**config.mk**
```make
export PLATFORM = sky130hd
export DESIGN_NAME = pt_walker
export DESIGN_NICKNAME = d
export VERILOG_FILES = /design/src/rtl/ptw_pkg.sv /design/src/rtl/ptw_va_split.sv /design/src/rtl/ptw_desc_decode.sv /design/src/rtl/pt_walker.sv
export SDC_FILE = /design/constraint.sdc
export NUM_CORES = 1
export LEC_CHECK = 0
export CAP_MARGIN = 30
export CORE_AREA = 8 8 117 119
export DETAILED_ROUTE_END_ITERATION = 8
export DIE_AREA = 0 0 125 127
export DONT_BUFFER_PORTS = 1
export GPL_ROUTABILITY_DRIVEN = 0
export MAX_ROUTING_LAYER = met4
export PLACE_DENSITY = 0.65
export SYNTH_ARGS = -nofsm -noshare
export SYNTH_HDL_FRONTEND = slang
export SYNTH_SLANG_ARGS = --single-unit
```
**constraint.sdc**
```tcl
create_clock -name clk -period 3.7 [get_ports clk]
set_input_delay 0.74 -clock clk [delete_from_list [all_inputs] [get_ports clk]]
set_output_delay 0.74 -clock clk [all_outputs]
set_load 0.005 [all_outputs]
```
**src/rtl/ptw_pkg.sv**
```systemverilog
package ptw_pkg;

   localparam int unsigned DESC_W = 64;

   typedef enum logic [2:0] {
      ST_IDLE,
      ST_L1_REQ,
      ST_L1_WAIT,
      ST_L2_REQ,
      ST_L2_WAIT,
      ST_RESP
   } walk_state_e;

endpackage

```
**src/rtl/ptw_va_split.sv**
```systemverilog
module ptw_va_split #(
   parameter int unsigned VA_W      = 32,
   parameter int unsigned PAGE_BITS = 14,
   parameter int unsigned NUM_TTBR  = 4,
   parameter int unsigned TTBR_W    = 32,
   parameter int unsigned PA_W      = 40,
   localparam int unsigned IDX_W    = PAGE_BITS - 3,
   localparam int unsigned SEL_W    = (NUM_TTBR > 1) ? $clog2(NUM_TTBR) : 0,
   localparam int unsigned HI_W     = VA_W - PAGE_BITS - IDX_W,
   localparam int unsigned L1_IDX_W = HI_W - SEL_W
) (
   input  logic [HI_W-1:0]            va_hi,
   input  logic [NUM_TTBR*TTBR_W-1:0] ttbr_flat,
   output logic                       base_ok,
   output logic [PA_W-1:0]            l1_addr
);

   localparam int unsigned BASE_W = PA_W - 12;

   logic [TTBR_W-1:0]   ttbr_arr [NUM_TTBR];
   logic [TTBR_W-1:0]   ttbr_sel;
   logic [L1_IDX_W-1:0] l1_idx;

   for (genvar i = 0; i < NUM_TTBR; i++) begin : g_unpack
      assign ttbr_arr[i] = ttbr_flat[i*TTBR_W +: TTBR_W];
   end

   if (NUM_TTBR == 1) begin : g_one_base
      assign ttbr_sel = ttbr_arr[0];
   end else begin : g_many_base
      logic [SEL_W-1:0] sel;
      assign sel      = va_hi[HI_W-1 -: SEL_W];
      assign ttbr_sel = ttbr_arr[sel];
   end

   if (TTBR_W - 1 > BASE_W) begin : g_spare_bits
      logic unused_ttbr_gap;
      assign unused_ttbr_gap = ^ttbr_sel[TTBR_W-2:BASE_W];
   end

   assign l1_idx  = va_hi[L1_IDX_W-1:0];
   assign base_ok = ttbr_sel[TTBR_W-1];
   assign l1_addr = {ttbr_sel[BASE_W-1:0], 12'b0}
                  + {{(PA_W-L1_IDX_W-3){1'b0}}, l1_idx, 3'b000};

endmodule

```
**src/rtl/ptw_desc_decode.sv**
```systemverilog
module ptw_desc_decode #(
   parameter int unsigned PA_W      = 40,
   parameter int unsigned PAGE_BITS = 14,
   parameter int unsigned PA_SHIFT  = 4,
   localparam int unsigned IDX_W    = PAGE_BITS - 3,
   localparam int unsigned BND_W    = PAGE_BITS - 2,
   localparam int unsigned AW       = ptw_pkg::DESC_W - 2*BND_W,
   localparam int unsigned PFN_W    = PA_W - PAGE_BITS
) (
   input  logic [ptw_pkg::DESC_W-1:0] desc,
   input  logic [IDX_W-1:0]           l2_idx,
   input  logic [PAGE_BITS-1:0]       pg_off,
   output logic                       tbl_ok,
   output logic [PA_W-1:0]            next_addr,
   output logic                       leaf_ok,
   output logic [PA_W-1:0]            leaf_pa
);

   logic [PFN_W-1:0] pfn;
   logic [BND_W-1:0] lo_bnd, hi_bnd, off4;
   logic             in_range;

   // stored value is the physical address shifted right by PA_SHIFT
   assign pfn = desc[PA_W-PA_SHIFT-1 -: PFN_W];

   logic unused_low;
   assign unused_low = ^desc[PAGE_BITS-PA_SHIFT-1:2];

   if (PA_W - PA_SHIFT < AW) begin : g_addr_tail
      logic unused_high;
      assign unused_high = ^desc[AW-1:PA_W-PA_SHIFT];
   end

   assign lo_bnd   = desc[ptw_pkg::DESC_W-1 -: BND_W];
   assign hi_bnd   = desc[ptw_pkg::DESC_W-1-BND_W -: BND_W];
   assign off4     = pg_off[PAGE_BITS-1:2];
   assign in_range = (off4 >= lo_bnd) && (off4 <= hi_bnd);

   assign tbl_ok    = (desc[1:0] == 2'b11);
   assign next_addr = {pfn, l2_idx, 3'b000};
   assign leaf_ok   = desc[0] && (desc[1] || in_range);
   assign leaf_pa   = {pfn, pg_off};

endmodule

```
**src/rtl/pt_walker.sv**
```systemverilog
module pt_walker #(
   parameter int unsigned VA_W      = 32,
   parameter int unsigned PA_W      = 40,
   parameter int unsigned PAGE_BITS = 14,
   parameter int unsigned NUM_TTBR  = 4,
   parameter int unsigned TTBR_W    = 32,
   parameter int unsigned PA_SHIFT  = 4
) (
   input  logic                       clk,
   input  logic                       rst_n,
   input  logic                       cfg_xlate_en,
   input  logic                       cfg_bypass,
   input  logic [NUM_TTBR*TTBR_W-1:0] cfg_ttbr,
   input  logic                       req_valid,
   input  logic [VA_W-1:0]            req_va,
   output logic                       req_ready,
   output logic                       busy,
   output logic                       mem_req,
   output logic [PA_W-1:0]            mem_addr,
   input  logic                       mem_gnt,
   input  logic                       mem_rvalid,
   input  logic [63:0]                mem_rdata,
   output logic                       rsp_valid,
   output logic                       rsp_fault,
   output logic [PA_W-1:0]            rsp_pa
);

   import ptw_pkg::*;

   localparam int unsigned IDX_W = PAGE_BITS - 3;
   localparam int unsigned HI_W  = VA_W - PAGE_BITS - IDX_W;

   if (PA_SHIFT != 0 && PA_SHIFT != 4) begin : g_bad_shift
      $error("PA_SHIFT must be 0 or 4");
   end
   if (PA_W < VA_W) begin : g_bad_pa
      $error("PA_W must cover VA_W for bypass");
   end
   if (PA_W > DESC_W - 2*(PAGE_BITS-2)) begin : g_bad_desc
      $error("PA_W exceeds descriptor address field");
   end
   if (PA_W - 12 > TTBR_W - 1) begin : g_bad_ttbr
      $error("base register too narrow for PA_W");
   end

   walk_state_e      state_q;
   logic [VA_W-1:0]  va_q;
   logic             byp_q;
   logic [PA_W-1:0]  addr_q;
   logic [PA_W-1:0]  pa_q;
   logic             fault_q;

   logic             base_ok, tbl_ok, leaf_ok;
   logic [PA_W-1:0]  l1_addr, next_addr, leaf_pa;
   logic             accept;

   ptw_va_split #(
      .VA_W(VA_W), .PAGE_BITS(PAGE_BITS), .NUM_TTBR(NUM_TTBR),
      .TTBR_W(TTBR_W), .PA_W(PA_W)
   ) u_split (
      .va_hi     (req_va[VA_W-1 -: HI_W]),
      .ttbr_flat (cfg_ttbr),
      .base_ok   (base_ok),
      .l1_addr   (l1_addr)
   );

   ptw_desc_decode #(
      .PA_W(PA_W), .PAGE_BITS(PAGE_BITS), .PA_SHIFT(PA_SHIFT)
   ) u_dec (
      .desc      (mem_rdata),
      .l2_idx    (va_q[PAGE_BITS +: IDX_W]),
      .pg_off    (va_q[PAGE_BITS-1:0]),
      .tbl_ok    (tbl_ok),
      .next_addr (next_addr),
      .leaf_ok   (leaf_ok),
      .leaf_pa   (leaf_pa)
   );

   assign busy      = (state_q != ST_IDLE);
   assign req_ready = !busy;
   assign accept    = req_valid && !busy;
   assign mem_req   = (state_q == ST_L1_REQ) || (state_q == ST_L2_REQ);
   assign mem_addr  = addr_q;
   assign rsp_valid = (state_q == ST_RESP);
   assign rsp_fault = fault_q;
   assign rsp_pa    = pa_q;

   always_ff @(posedge clk or negedge rst_n) begin
      if (!rst_n) begin
         state_q <= ST_IDLE;
         va_q    <= '0;
         byp_q   <= 1'b0;
         addr_q  <= '0;
         pa_q    <= '0;
         fault_q <= 1'b0;
      end else begin
         case (state_q)
            ST_IDLE: if (accept) begin
               va_q  <= req_va;
               byp_q <= cfg_bypass;
               if (cfg_bypass) begin
                  pa_q    <= PA_W'(req_va);
                  fault_q <= 1'b0;
                  state_q <= ST_RESP;
               end else if (!cfg_xlate_en || !base_ok) begin
                  pa_q    <= '0;
                  fault_q <= 1'b1;
                  state_q <= ST_RESP;
               end else begin
                  addr_q  <= l1_addr;
                  state_q <= ST_L1_REQ;
               end
            end
            ST_L1_REQ: if (mem_gnt) state_q <= ST_L1_WAIT;
            ST_L1_WAIT: if (mem_rvalid) begin
               if (tbl_ok) begin
                  addr_q  <= next_addr;
                  state_q <= ST_L2_REQ;
               end else begin
                  pa_q    <= '0;
                  fault_q <= 1'b1;
                  state_q <= ST_RESP;
               end
            end
            ST_L2_REQ: if (mem_gnt) state_q <= ST_L2_WAIT;
            ST_L2_WAIT: if (mem_rvalid) begin
               fault_q <= !leaf_ok;
               pa_q    <= leaf_ok ? leaf_pa : '0;
               state_q <= ST_RESP;
            end
            ST_RESP: state_q <= ST_IDLE;
            default: state_q <= ST_IDLE;
         endcase
      end
   end


   single_rsp_chk: assert property (@(posedge clk) disable iff (!rst_n)
      rsp_valid |=> !rsp_valid);


   accept_busy_chk: assert property (@(posedge clk) disable iff (!rst_n)
      (req_valid && req_ready) |=> busy);


   hold_req_chk: assert property (@(posedge clk) disable iff (!rst_n)
      (mem_req && !mem_gnt) |=> (mem_req && $stable(mem_addr)));


   addr_align_chk: assert property (@(posedge clk) disable iff (!rst_n)
      mem_req |-> (mem_addr[2:0] == 3'b000));


   bypass_pass_chk: assert property (@(posedge clk) disable iff (!rst_n)
      (rsp_valid && byp_q) |-> (!rsp_fault && rsp_pa == PA_W'(va_q)));


   fault_zero_chk: assert property (@(posedge clk) disable iff (!rst_n)
      (rsp_valid && rsp_fault) |-> (rsp_pa == '0));


   offset_keep_chk: assert property (@(posedge clk) disable iff (!rst_n)
      (rsp_valid && !rsp_fault) |-> (rsp_pa[PAGE_BITS-1:0] == va_q[PAGE_BITS-1:0]));

endmodule

```
## Word-level counts from Yosys, hierarchy flattened

Cells that the tools add are included.

- Add/sub/neg operators: 1
- Magnitude comparators: 3
- Eq/ne operators: 16
- Muxes and demuxes: 33
- Bitwise logic cells: 1
- Reduce and logical (&&, ||, !) cells: 18

Operator list:

| cell | number |
|---|---|
| 40-bit 2-to-1 mux | 12 |
| 40-bit case mux with 3 select lines | 1 |
| 40-bit case mux with 2 select lines | 1 |
| 32-bit binary-select mux with 2-bit select | 1 |
| 32-bit 2-to-1 mux | 2 |
| 40-bit by 8-bit adder with 40-bit output | 1 |
| 3-bit 2-to-1 mux | 8 |
| 2-bit inequality test, second input constant | 9 |
| 3-bit case mux with 5 select lines | 1 |
| 12-bit >= comparator | 1 |
| 12-bit less-or-equal comparator | 1 |
| 6-bit AND reduction | 2 |
| 3-bit by 2-bit equality test with 1-bit output, second input constant | 2 |
| 3-bit equality test, second input constant | 2 |
| 1-bit 2-to-1 mux | 6 |
| 3-bit nonzero test | 2 |
| 5-bit AND reduction | 1 |
| 1-bit zero test | 4 |
| 3-bit by 1-bit equality test with 1-bit output, second input constant | 1 |
| 3-bit >= comparator, second input constant | 1 |
| 1-bit logical AND | 3 |
| 3-bit zero test | 1 |
| 1-bit logical OR | 3 |
| 3-bit inequality test, second input constant | 1 |
| other kinds (5) | 5 |

- Bits in registers: 109
- Input port bits: 231
- Output and inout port bits: 85
- Logic and storage cells: 77

## Logic depth before layout (Yosys ltp)

Gate-level depths: netlist of run 1.

- Depth after elaboration: 10
- Gate-level depth with buffers: 9
- Gate-level depth less buffers: 8

## Modules after synthesis

Synthesis of run 1 repeated with hierarchy kept, for this count alone.

- Cells, all modules: 676
- Area, all modules: 7071.8 um^2

By module, submodules not included:

| module | instances | cells each | area each (um^2) | seq. area each (um^2) |
|---|---|---|---|---|
| pt_walker | 1 | 463 | 5053.6 | 2727.6 |
| ptw_desc_decode | 1 | 165 | 1214.9 | 0.0 |
| ptw_va_split | 1 | 48 | 803.3 | 0.0 |

## Worst setup path after synthesis of run 1

No wires, ideal clock.

- Path type: input-to-reg
- Start: input port mem_rdata[41]
- End: register pa_q[25] (netlist: rsp_pa[25])
- Library setup time: 0.067 ns
- Arrival: 2.589 ns
- Required time: 3.633 ns
- Setup slack: 1.043 ns
- Stages on the path: 9
- Path buffers: 1
- Cells stage by stage: inv_1 ha_1 nor2b_1 o211ai_1 a21oi_1 o41a_1 nor3_1 clkbuf_1 a221o_1

- Cells in the longest elaborated chain, start to end: 7

Ends and longest elaborated chain:

| element | RTL line | text |
|---|---|---|
| start, declared | pt_walker.sv:22 | `input logic [63:0] mem_rdata,` |
| 12-bit less-or-equal comparator | ptw_desc_decode.sv:37 | `assign in_range = (off4 >= lo_bnd) && (off4 <= hi_bnd);` |
| 1-bit logical AND | ptw_desc_decode.sv:37 |  |
| 1-bit logical OR | ptw_desc_decode.sv:41 | `assign leaf_ok = desc[0] && (desc[1] \|\| in_range);` |
| 1-bit logical AND | ptw_desc_decode.sv:41 |  |
| 40-bit 2-to-1 mux | pt_walker.sv:128 | `pa_q <= leaf_ok ? leaf_pa : '0;` |
| 40-bit 2-to-1 mux | pt_walker.sv:126 | `ST_L2_WAIT: if (mem_rvalid) begin` |
| 40-bit case mux with 3 select lines | pt_walker.sv:97 | `case (state_q)` |
| end signal, assigned | pt_walker.sv:102 | `pa_q <= PA_W'(req_va);` |
| end signal, assigned | pt_walker.sv:128 |  |
| end, declared | pt_walker.sv:50 | `logic [PA_W-1:0] pa_q;` |

No other way between the ends. The select of a mux whose other input is x is not followed.
A chain may end at the register's enable or synchronous reset.

## Worst setup path in the final report of run 1

- Start: register state_q[2]
- End: register pa_q[27] (netlist: rsp_pa[27])

- Cells in the longest elaborated chain, start to end: 5
- Elaborated cells on any way between the ends: 14
- Those cells by class: 7 x eq/ne; 1 x mux; 6 x reduce/logical

Ends and longest elaborated chain:

| element | RTL line | text |
|---|---|---|
| start, declared | pt_walker.sv:46 | `walk_state_e state_q;` |
| start signal, assigned | pt_walker.sv:90 | `state_q <= ST_IDLE;` |
| start signal, assigned | pt_walker.sv:104 | `state_q <= ST_RESP;` |
| start signal, assigned | pt_walker.sv:108 | `state_q <= ST_RESP;` |
| 3-bit nonzero test | pt_walker.sv:79 | `assign busy = (state_q != ST_IDLE);` |
| 1-bit zero test | pt_walker.sv:81 | `assign accept = req_valid && !busy;` |
| 1-bit logical AND | pt_walker.sv:81 |  |
| 2-bit inequality test (no source line) | - |  |
| 6-bit AND reduction (no source line) | - |  |

Several ways; a longest one is shown, not always the timed one.

==> flow_summary_export.csv, run 1 <==
group,metric,value,unit
floorplanning,ios,316,
floorplanning,die_h,127,microns
routing,wl,17.9,mm
synthesis,synth_seq_cells,106,
floorplanning,core-area,11800,sq um
routing,wl_per_cell,27.7,microns
routing,via_count,4231,
critical_path,cp-start-kind,"flip-flop",
clock_network,postCtsHoldBufs,0,
floorplanning,rows,40,
sta,setup_violations,0,
placed_design,numPortBuffers,0,
grt,grt_pass1_vias,4482,
clock_network,root_buffer,"clkbuf_16",
floorplanning,start_util,50.0,%
grt,track_usage,22.7,%
sta,setup-tns-final,0,ns
sta,hold_viol,0,
grt,overflow,0,
synthesis,netlist_area,5910,sq um
critical_path,cpMaxStageDelayCell,"dfrtp_1",
final_layout,num_antenna_cells,0,
sta,max_slew_margin,55.2,%
clock_network,htreeDepth,3,
final_layout,final_cell_mix,"106 x dfrtp_1, 44 x a21oi_1, 40 x nor2_1, 34 x and3_1, 33 x mux2i_1",
critical_path,cp-end-kind,"flip-flop",
final_layout,area_growth,7.66,%
sta,timing.final.crit_share,74.8,%
sta,worst_pin_slew,0.671,ns
routing,routed_via_density,6.55,
routing,route.detailed.drc,0,
placed_design,place_worst_setup_slack,0.830,ns
routing,first_pass_iters,5,
clock_network,postCtsSetupBuffers,0,
synthesis,ys_async_sr_fraction,100,%
clock_network,clk_pin_slew,0.08,ns
critical_path,crit_fanout,22,
sta,rsz0062_at_grt,"no",
critical_path,r2r_cells,7,
clock_network,cts_tree,"done",
sta,fmax,0.361,GHz
routing,route.antenna.remaining_nets,0,
sta,drv_slew,0,
synthesis,ys_top_cells_by_area,"dfrtp_1 45%, mux4_2 11%, mux2i_1 5.6%",
grt,grt_max_degree,107,
job,drv_cap,0,
final_layout,final_common_cell,"dfrtp_1",
pwr,p_per_area,780,nW/um^2
synthesis,synth-edff-count,0,
synthesis,ys_types,44,
synthesis,syn_inst,515,
outcome,status,"completed",
critical_path,cp.arrival,3.05,ns
pwr,cellLeakagePower,2.81,nW
sta,finalClockSkew,0.0106,ns
clock_network,clk_latency,0.34,ns
floorplanning,die_x,125,microns
synthesis,synth_top_cell_by_area,"dfrtp_1",
floorplanning,die-area,15900,sq um
clock_network,ctsResizeCount,0,
worst_hold_path,hold_class,"input port to async pin",
clock_network,cts_buffers,9,
grt,grt_pass1_wl,27.2,mm
synthesis,yosysTopAreaCellShare,44.9,%
sta,setup_ws,0.933,ns
critical_path,cp_cell_sequence,"nor2_1, o31ai_1, nor2b_1, o311a_1, buf_4, and3_1, a221o_1",
critical_path,crit_type,"flip-flop to flip-flop",
routing,drt_iter0_markers,293,
final_layout,fillCellCount,1020,
sta,post-route-min-period,2.77,ns
final_layout,final_net_count,749,
synthesis,yosys_warnings,0,
clock_network,cts.sinks,106,
clock_network,clock_path_buffers,2,
critical_path,critPathMaxStageDelay,0.77,ns
synthesis,synth.avg_cell_area,11.5,sq um
grt,antenna_found_initial,0,
synthesis,seq_area_frac_synth,44.9,%
critical_path,required,3.98,ns
placed_design,hpwl,13.7,mm
pwr,ir_drop,0.000401,V
final_layout,drive_gt1_share,16.2,%
synthesis,synthFlopType,"dfrtp_1",
## stage by stage
stage	hold WS, ns	util [%]	cell area, sq um	cells	power, mW
floorplan	0.444	-	5920	517	3.42
global placement	0.447	51.1	6030	629	3.89
CTS	0.0735	53.9	6360	646	5.01
global route	0.0666	53.9	6360	646	5.30
finish	0.0874	53.9	6360	646	4.96
detailed placement	0.448	51.2	6050	630	4.00
## final timing paths
check                           startpoint           end  slack, ns
worst max-delay path            state_q[2]    rsp_pa[27]       0.93
worst min-delay path                 rst_n  mem_addr[14]       0.09
max in group asynchronous            rst_n    rsp_pa[13]       3.37
worst min register to register    va_q[22]  mem_addr[11]       0.49
min in group clk                  va_q[22]  mem_addr[11]       0.49
worst max register to register  state_q[2]    rsp_pa[27]       0.93
## area by class of cell
type | instances | area, sq um | share of cell area [%]
clock buffer | 12 | 256 | 4.03
inverter | 29 | 109 | 1.71
multi-input combinational | 340 | 3010 | 47.3
timing repair buffer | 8 | 92.6 | 1.46
clock inverter | 4 | 56.3 | 0.885
sequential | 106 | 2650 | 41.7
tap | 147 | 184 | 2.89
## worst max-delay path, delay by kind of cell, from the launching register on
kind	cells	cell delay (ns)
compound gates	3	0.87
buf+inv	1	0.34
flops	1	0.77
simple gates	3	0.73
## power by group
| part | switching, mW | total [mW] | leakage, nW | internal (mW) |
|---|---|---|---|---|
| Clock | 0.441 | 1.01 | 0.154 | 0.569 |
| Sequential | 0.547 | 2.23 | 1.30 | 1.68 |
| Combinational | 0.848 | 1.72 | 1.35 | 0.873 |
## sequential cells by signal (all words and copies together), names as in the netlist
| register | cells |
|---|---|
| rsp_pa | 40 |
| mem_addr | 37 |
| va_q | 25 |
| state_q | 3 |
| rsp_fault | 1 |
## cells by family after synthesis
group           count (synthesis)  synth area share (%)
compound gates                116                  14.2
other cells                     1                0.0635
mux                            86                  21.2
simple gates                  110                  9.53
flops                         106                  44.9
xor+xnor                        1                 0.148
buf+inv                        71                  4.87
fa+ha+maj                      24                  5.08
## synthesized netlist by cell type, types with 2 or more instances
cell type	n
nor2b_1	5
nand4_1	4
ha_1	24
dfrtp_1	106
nand2_1	13
o21bai_1	2
a21oi_1	44
and3_1	34
o211ai_1	3
a221o_1	32
a211oi_1	2
mux4_2	29
and2_1	2
mux2_2	24
a22o_1	9
o311a_1	2
nor3_1	2
clkbuf_1	30
buf_4	3
nor2_1	40
o41a_1	2
mux2i_1	33
inv_1	29
o21ai_0	13
buf_2	8
nand3_1	2
## per-layer routing
| layer | wire length [microns] | part of all wire [%] | global-route usage, % | up-vias |
|---|---|---|---|---|
| met5 | 0 | 0 | - | - |
| met3 | 1610 | 9.0 | 7.49 | 24 |
| li1 | - | - | - | 1882 |
| met4 | 314 | 1.8 | 6.95 | 0 |
| met1 | 6590 | 37 | 24.5 | 2119 |
| met2 | 9410 | 52 | 39.2 | 206 |
Note: power is estimated with default switching activity, not from simulation.
==> run 2, diff against run 1 <==
--- a/config.mk
+++ b/config.mk
@@ -6,13 +6,12 @@
 export NUM_CORES = 1
 export LEC_CHECK = 0
 export CAP_MARGIN = 30
-export CORE_AREA = 8 8 117 119
+export CORE_AREA = 8 8 118 120
 export DETAILED_ROUTE_END_ITERATION = 8
-export DIE_AREA = 0 0 125 127
+export DIE_AREA = 0 0 126 128
 export DONT_BUFFER_PORTS = 1
 export GPL_ROUTABILITY_DRIVEN = 0
 export MAX_ROUTING_LAYER = met4
-export PLACE_DENSITY = 0.65
 export SYNTH_ARGS = -nofsm -noshare
 export SYNTH_HDL_FRONTEND = slang
 export SYNTH_SLANG_ARGS = --single-unit
==> constraint.sdc (replaced) <==
create_clock -name clk -period 2.6 [get_ports clk]
set_input_delay 0.52 -clock clk [delete_from_list [all_inputs] [get_ports clk]]
set_output_delay 0.52 -clock clk [all_outputs]
set_load 0.005 [all_outputs]
==> run 2 against run 1 <==
  * The run now ends with negative hold slack left
  * Critical endpoint is now rsp_pa[1]
  * Total power up 42%
  * Fmax rose by 15%
  * Sequential power is 41% higher
  * Non-clock buffer count rose by 5
  * Highest routed layer unchanged
==> flow_summary_export.csv, run 2 (synthesized netlist as in run 1, its figures left out) <==
group,metric,value,unit
outcome,status,"finished, violations left",
outcome,violations,"negative hold slack",
grt,grt_pass1_vias,4502,
critical_path,rrSetupSlack,0.20,ns
routing,first_pass_iters,4,
floorplanning,start_util,48.4,%
critical_path,r2r_cells,8,
grt,antenna_found_initial,0,
placed_design,numPortBuffers,0,
clock_network,clk_latency,0.35,ns
sta,worst_pin_slew,0.582,ns
routing,wl_met2,9.48,mm
critical_path,cpMaxStageDelayCell,"o41a_1",
floorplanning,core-area,12200,sq um
sta,rsz0062_at_grt,"no",
final_layout,final_cell_mix,"106 x dfrtp_1, 44 x a21oi_1, 40 x nor2_1, 34 x and3_1, 33 x mux2i_1",
floorplanning,die_h,128,microns
grt,track_usage,22.7,%
worst_hold_path,hold_class,"input port to async pin",
grt,overflow,0,
floorplanning,rows,41,
critical_path,reg2reg_from,"va_q[3]",
final_layout,area_growth,8.45,%
clock_network,clock_path_buffers,2,
critical_path,required,2.88,ns
routing,met3_length,1.52,mm
clock_network,htreeDepth,3,
sta,drv_slew,0,
sta,setup-tns-final,0,ns
floorplanning,ios,316,
critical_path,cp-start-kind,"flip-flop",
critical_path,critPathMaxStageDelay,0.46,ns
routing,top_layer_used,"met4",
clock_network,cts_buffers,9,
final_layout,final_net_count,754,
final_layout,largest_register_ffs,40,
placed_design,hpwl,13.8,mm
job,drv_cap,0,
routing,route.antenna.remaining_nets,0,
placed_design,placedInstanceArea,6120,sq um
critical_path,critPathBufInv,1,
grt,grt_max_degree,107,
sta,hold_viol,106,
sta,finalClockSkew,0.00606,ns
clock_network,cts.sinks,106,
sta,max_slew_margin,61.2,%
pwr,cellLeakagePower,2.83,nW
grt,grt_pass1_wl,27.4,mm
final_layout,finalNonFillerCells,654,
final_layout,final_common_cell,"dfrtp_1",
clock_network,cts_tree,"done",
final_layout,num_antenna_cells,0,
critical_path,r2r_end,"rsp_pa[1]",
sta,post-route-min-period,2.40,ns
sta,timing.final.crit_share,92.3,%
critical_path,crit_family,"compound AO/OA/AOI/OAI gates",
clock_network,postCtsSetupBuffers,0,
routing,route.detailed.drc,0,
sta,setup_violations,0,
sta,fmax,0.417,GHz
routing,wl,18.0,mm
clock_network,root_buffer,"clkbuf_16",
critical_path,cp-end-kind,"flip-flop",
final_layout,final_area,6410,sq um
critical_path,cp.arrival,2.68,ns
floorplanning,die_x,126,microns
pwr,p_per_area,1100,nW/um^2
routing,via_count,4258,
placed_design,dp.cells,638,
routing,routed_via_density,6.51,
routing,drt_iter0_markers,271,
routing,wl_per_cell,27.5,microns
critical_path,crit_type,"flip-flop to flip-flop",
critical_path,cp_cell_sequence,"ha_1, nor2b_1, o211ai_1, a21oi_1, o41a_1, nor3_2, buf_12, a221o_1",
clock_network,clk_pin_slew,0.07,ns
clock_network,ctsResizeCount,0,
routing,wl_met1,6.75,mm
floorplanning,die-area,16100,sq um
pwr,ir_drop,0.000518,V
final_layout,drive_gt1_share,17.3,%
sta,whs,-0.138,ns
final_layout,final_util,52.5,%
critical_path,crit_fanout,32,
==> run 2: changes by cell type in the layout (fill, tap and decap cells not counted) <==
cell	before	now
buf_12	2	5
buf_4	5	8
buf_8	1	0
bufinv_16	1	0
clkbuf_1	1	0
clkbuf_8	2	1
clkinv_2	0	1
clkinv_4	1	3
==> run 2: area by class of cell <==
cell class	count	area [sq um]
multi-input cells	340	3010
well taps	150	188
repair buffers	13	160
inverters	29	109
fillers	1098	5800
flip-flops and latches	106	2650
clock inverters	6	48.8
clock buffers	10	239
==> run 2: where the power goes <==
part | switching, mW | internal (mW)
logic | 1.26 | 1.30
registers | 0.747 | 2.39
clock network | 0.659 | 0.688
==> run 2: worst max path at each step <==
| stage | endpoint | depth (start not counted) | start |
|---|---|---|---|
| detailed placement | rsp_pa[1] | 9 | mem_rdata[41] |
| floorplan | rsp_pa[25] | 9 | mem_rdata[41] |
| finish | rsp_pa[1] | 8 | va_q[3] |
| CTS | rsp_pa[1] | 8 | va_q[4] |
| global route | rsp_pa[15] | 8 | va_q[3] |
| global placement | rsp_pa[22] | 9 | mem_rdata[54] |
==> run 2: routing by layer <==
metal	GRT usage, %	vias up
li1	-	1885
met1	25.6	2144
met2	39.0	210
met3	6.16	19
met4	6.79	0
met5	-	-
==> run 2: metrics by stage <==
stage,setup WS [ns],power [mW]
after floorplan,0.163,4.87
after global placement,0.103,5.62
after detailed placement,0.0550,5.75
after CTS,0.178,7.11
after global routing,0.0564,7.52
final,0.200,7.05
==> run 3, diff against run 2 <==
--- a/config.mk
+++ b/config.mk
@@ -6,12 +6,16 @@
 export NUM_CORES = 1
 export LEC_CHECK = 0
 export CAP_MARGIN = 30
-export CORE_AREA = 8 8 118 120
+export CELL_PAD_IN_SITES_DETAIL_PLACEMENT = 1
+export CELL_PAD_IN_SITES_GLOBAL_PLACEMENT = 1
+export CORE_MARGIN = 8
+export CORE_UTILIZATION = 47
+export CTS_CLUSTER_SIZE = 16
 export DETAILED_ROUTE_END_ITERATION = 8
-export DIE_AREA = 0 0 126 128
 export DONT_BUFFER_PORTS = 1
 export GPL_ROUTABILITY_DRIVEN = 0
 export MAX_ROUTING_LAYER = met4
+export PLACE_DENSITY_LB_ADDON = 0.1
 export SYNTH_ARGS = -nofsm -noshare
 export SYNTH_HDL_FRONTEND = slang
 export SYNTH_SLANG_ARGS = --single-unit
==> run 3 against run 2 <==
  * The run still ends with negative hold slack left
  * Largest power group unchanged
  * Largest cell class unchanged
  * Flip-flop and latch count did not move
  * Total power rose by 0.18%
  * Clock-buffer cell count rose by 1
==> flow_summary_export.csv, run 3 (synthesized netlist as in run 1, its figures left out) <==
group,metric,value,unit
outcome,status,"finished, violations left",
outcome,violations,"negative hold slack",
critical_path,r2r_end,"rsp_pa[15]",
clock_network,cts_buffers,9,
sta,setup_violations,0,
grt,track_usage,23.7,%
placed_design,hpwl,14.6,mm
grt,grt_pass1_wl,28.6,mm
final_layout,multi_input_area,3010,sq um
final_layout,final_cell_mix,"106 x dfrtp_1, 44 x a21oi_1, 40 x nor2_1, 34 x and3_1, 33 x mux2i_1",
pwr,p_per_area,1100,nW/um^2
final_layout,finalNonFillerCells,676,
pwr,cellLeakagePower,2.82,nW
critical_path,crit_type,"flip-flop to flip-flop",
floorplanning,start_util,47.4,%
critical_path,rrSetupSlack,0.19,ns
critical_path,cp.arrival,2.69,ns
final_layout,drive_gt1_share,16.5,%
routing,routed_via_density,6.35,
clock_network,cts.sinks,106,
final_layout,regArea,2650,sq um
sta,whs,-0.136,ns
final_layout,area_growth,8.79,%
sta,drv_slew,0,
floorplanning,core-area,12500,sq um
pwr,total_power,7.06,mW
placed_design,place_worst_setup_slack,0.0629,ns
critical_path,cp-end-kind,"flip-flop",
sta,hold_viol,106,
routing,wl,18.9,mm
pwr,ir_drop,0.000465,V
floorplanning,die_h,128,microns
final_layout,largest_register_ffs,40,
final_layout,final_common_cell,"dfrtp_1",
floorplanning,die_x,128,microns
clock_network,clk_latency,0.34,ns
floorplanning,rows,41,
worst_hold_path,hold_class,"input port to async pin",
floorplanning,ios,316,
grt,grt_max_degree,107,
grt,grt_pass1_vias,4680,
sta,timing.final.crit_share,92.7,%
floorplanning,die-area,16400,sq um
routing,drt_iter0_markers,260,
clock_network,cts_tree,"done",
critical_path,crit_fanout,33,
sta,finalClockSkew,0.00902,ns
clock_network,clock_path_buffers,2,
clock_network,ctsResizeCount,0,
routing,route.antenna.remaining_nets,0,
clock_network,clk_pin_slew,0.07,ns
clock_network,htreeDepth,3,
critical_path,required,2.88,ns
critical_path,reg2reg_from,"va_q[3]",
sta,setup_ws,0.191,ns
placed_design,dp.cells,660,
critical_path,crit_start,"va_q[3]",
critical_path,r2r_cells,8,
final_layout,final_net_count,754,
final_layout,fillCellCount,1324,
sta,setup-tns-final,0,ns
sta,rsz0062_at_grt,"no",
sta,post-route-min-period,2.41,ns
sta,fmax,0.415,GHz
grt,overflow,0,
clock_network,root_buffer,"clkbuf_16",
routing,via_count,4292,
job,drv_cap,0,
routing,first_pass_iters,4,
grt,antenna_found_initial,2,
routing,wl_per_cell,27.9,microns
critical_path,cp-endpoint,"rsp_pa[15]",
placed_design,numPortBuffers,0,
critical_path,cp-start-kind,"flip-flop",
clock_network,postCtsSetupBuffers,0,
routing,route.detailed.drc,0,
==> run 3: changes by cell type in the layout (fill, tap and decap cells not counted) <==
cell        delta
clkinv_4       -3
clkbuf_1       +2
diode_2        +2
inv_6          -2
bufinv_16      +1
clkbuf_8       -1
clkinvlp_4     +1
==> run 3: area by class of cell <==
cell class	instances	area share, %
antenna	2	0.0779
clock buffer	11	3.62
clock inverter	3	0.662
inverter	29	1.69
multi-input combinational	340	46.8
sequential	106	41.3
tap	172	3.35
timing repair buffer	13	2.49
==> run 3: worst max-delay path, cell delays in order, from the launching register on <==
cell and delay, ns:
dfrtp_1 0.42, ha_1 0.30, nor2b_1 0.13, o211ai_1 0.19, a21oi_1 0.12, o41a_1 0.45, nor3_2 0.30, buf_12 0.25
a221o_1 0.18
==> run 3: stage by stage <==
step           cell area [sq um]  util, %
3_3_place_gp                6150     49.3
2_1_floorplan               5920        -
4_1_cts                     6420     51.5
3_5_place_dp                6150     49.3
5_1_grt                     6430     51.6
6_report                    6430     51.6
==> run 3: layer usage <==
metal / routed length, microns / up-vias / track usage (%) / part of all wire, %
met5: 0 / - / - / 0
met4: 495 / 0 / 8.60 / 2.6
met3: 1680 / 32 / 8.32 / 8.9
met2: 9600 / 190 / 38.7 / 51
met1: 7100 / 2180 / 26.3 / 38
li1: - / 1890 / - / -
==> run 3: worst min path at each step <==
stage | startpoint | end | slack [ns] | cells past startpoint
floorplan | rst_n | mem_addr[10] | 0.22 | 0
global placement | rst_n | mem_addr[19] | 0.23 | 0
detailed placement | rst_n | mem_addr[19] | 0.23 | 0
CTS | rst_n | mem_addr[19] | -0.15 | 0
global route | rst_n | mem_addr[19] | -0.15 | 0
finish | rst_n | mem_addr[19] | -0.14 | 0
==> run 3: power by group <==
part	total (mW)	switching (mW)	internal, mW
registers	3.13	0.739	2.40
logic	2.59	1.28	1.31
clock network	1.34	0.606	0.737
total	7.06	2.62	4.44
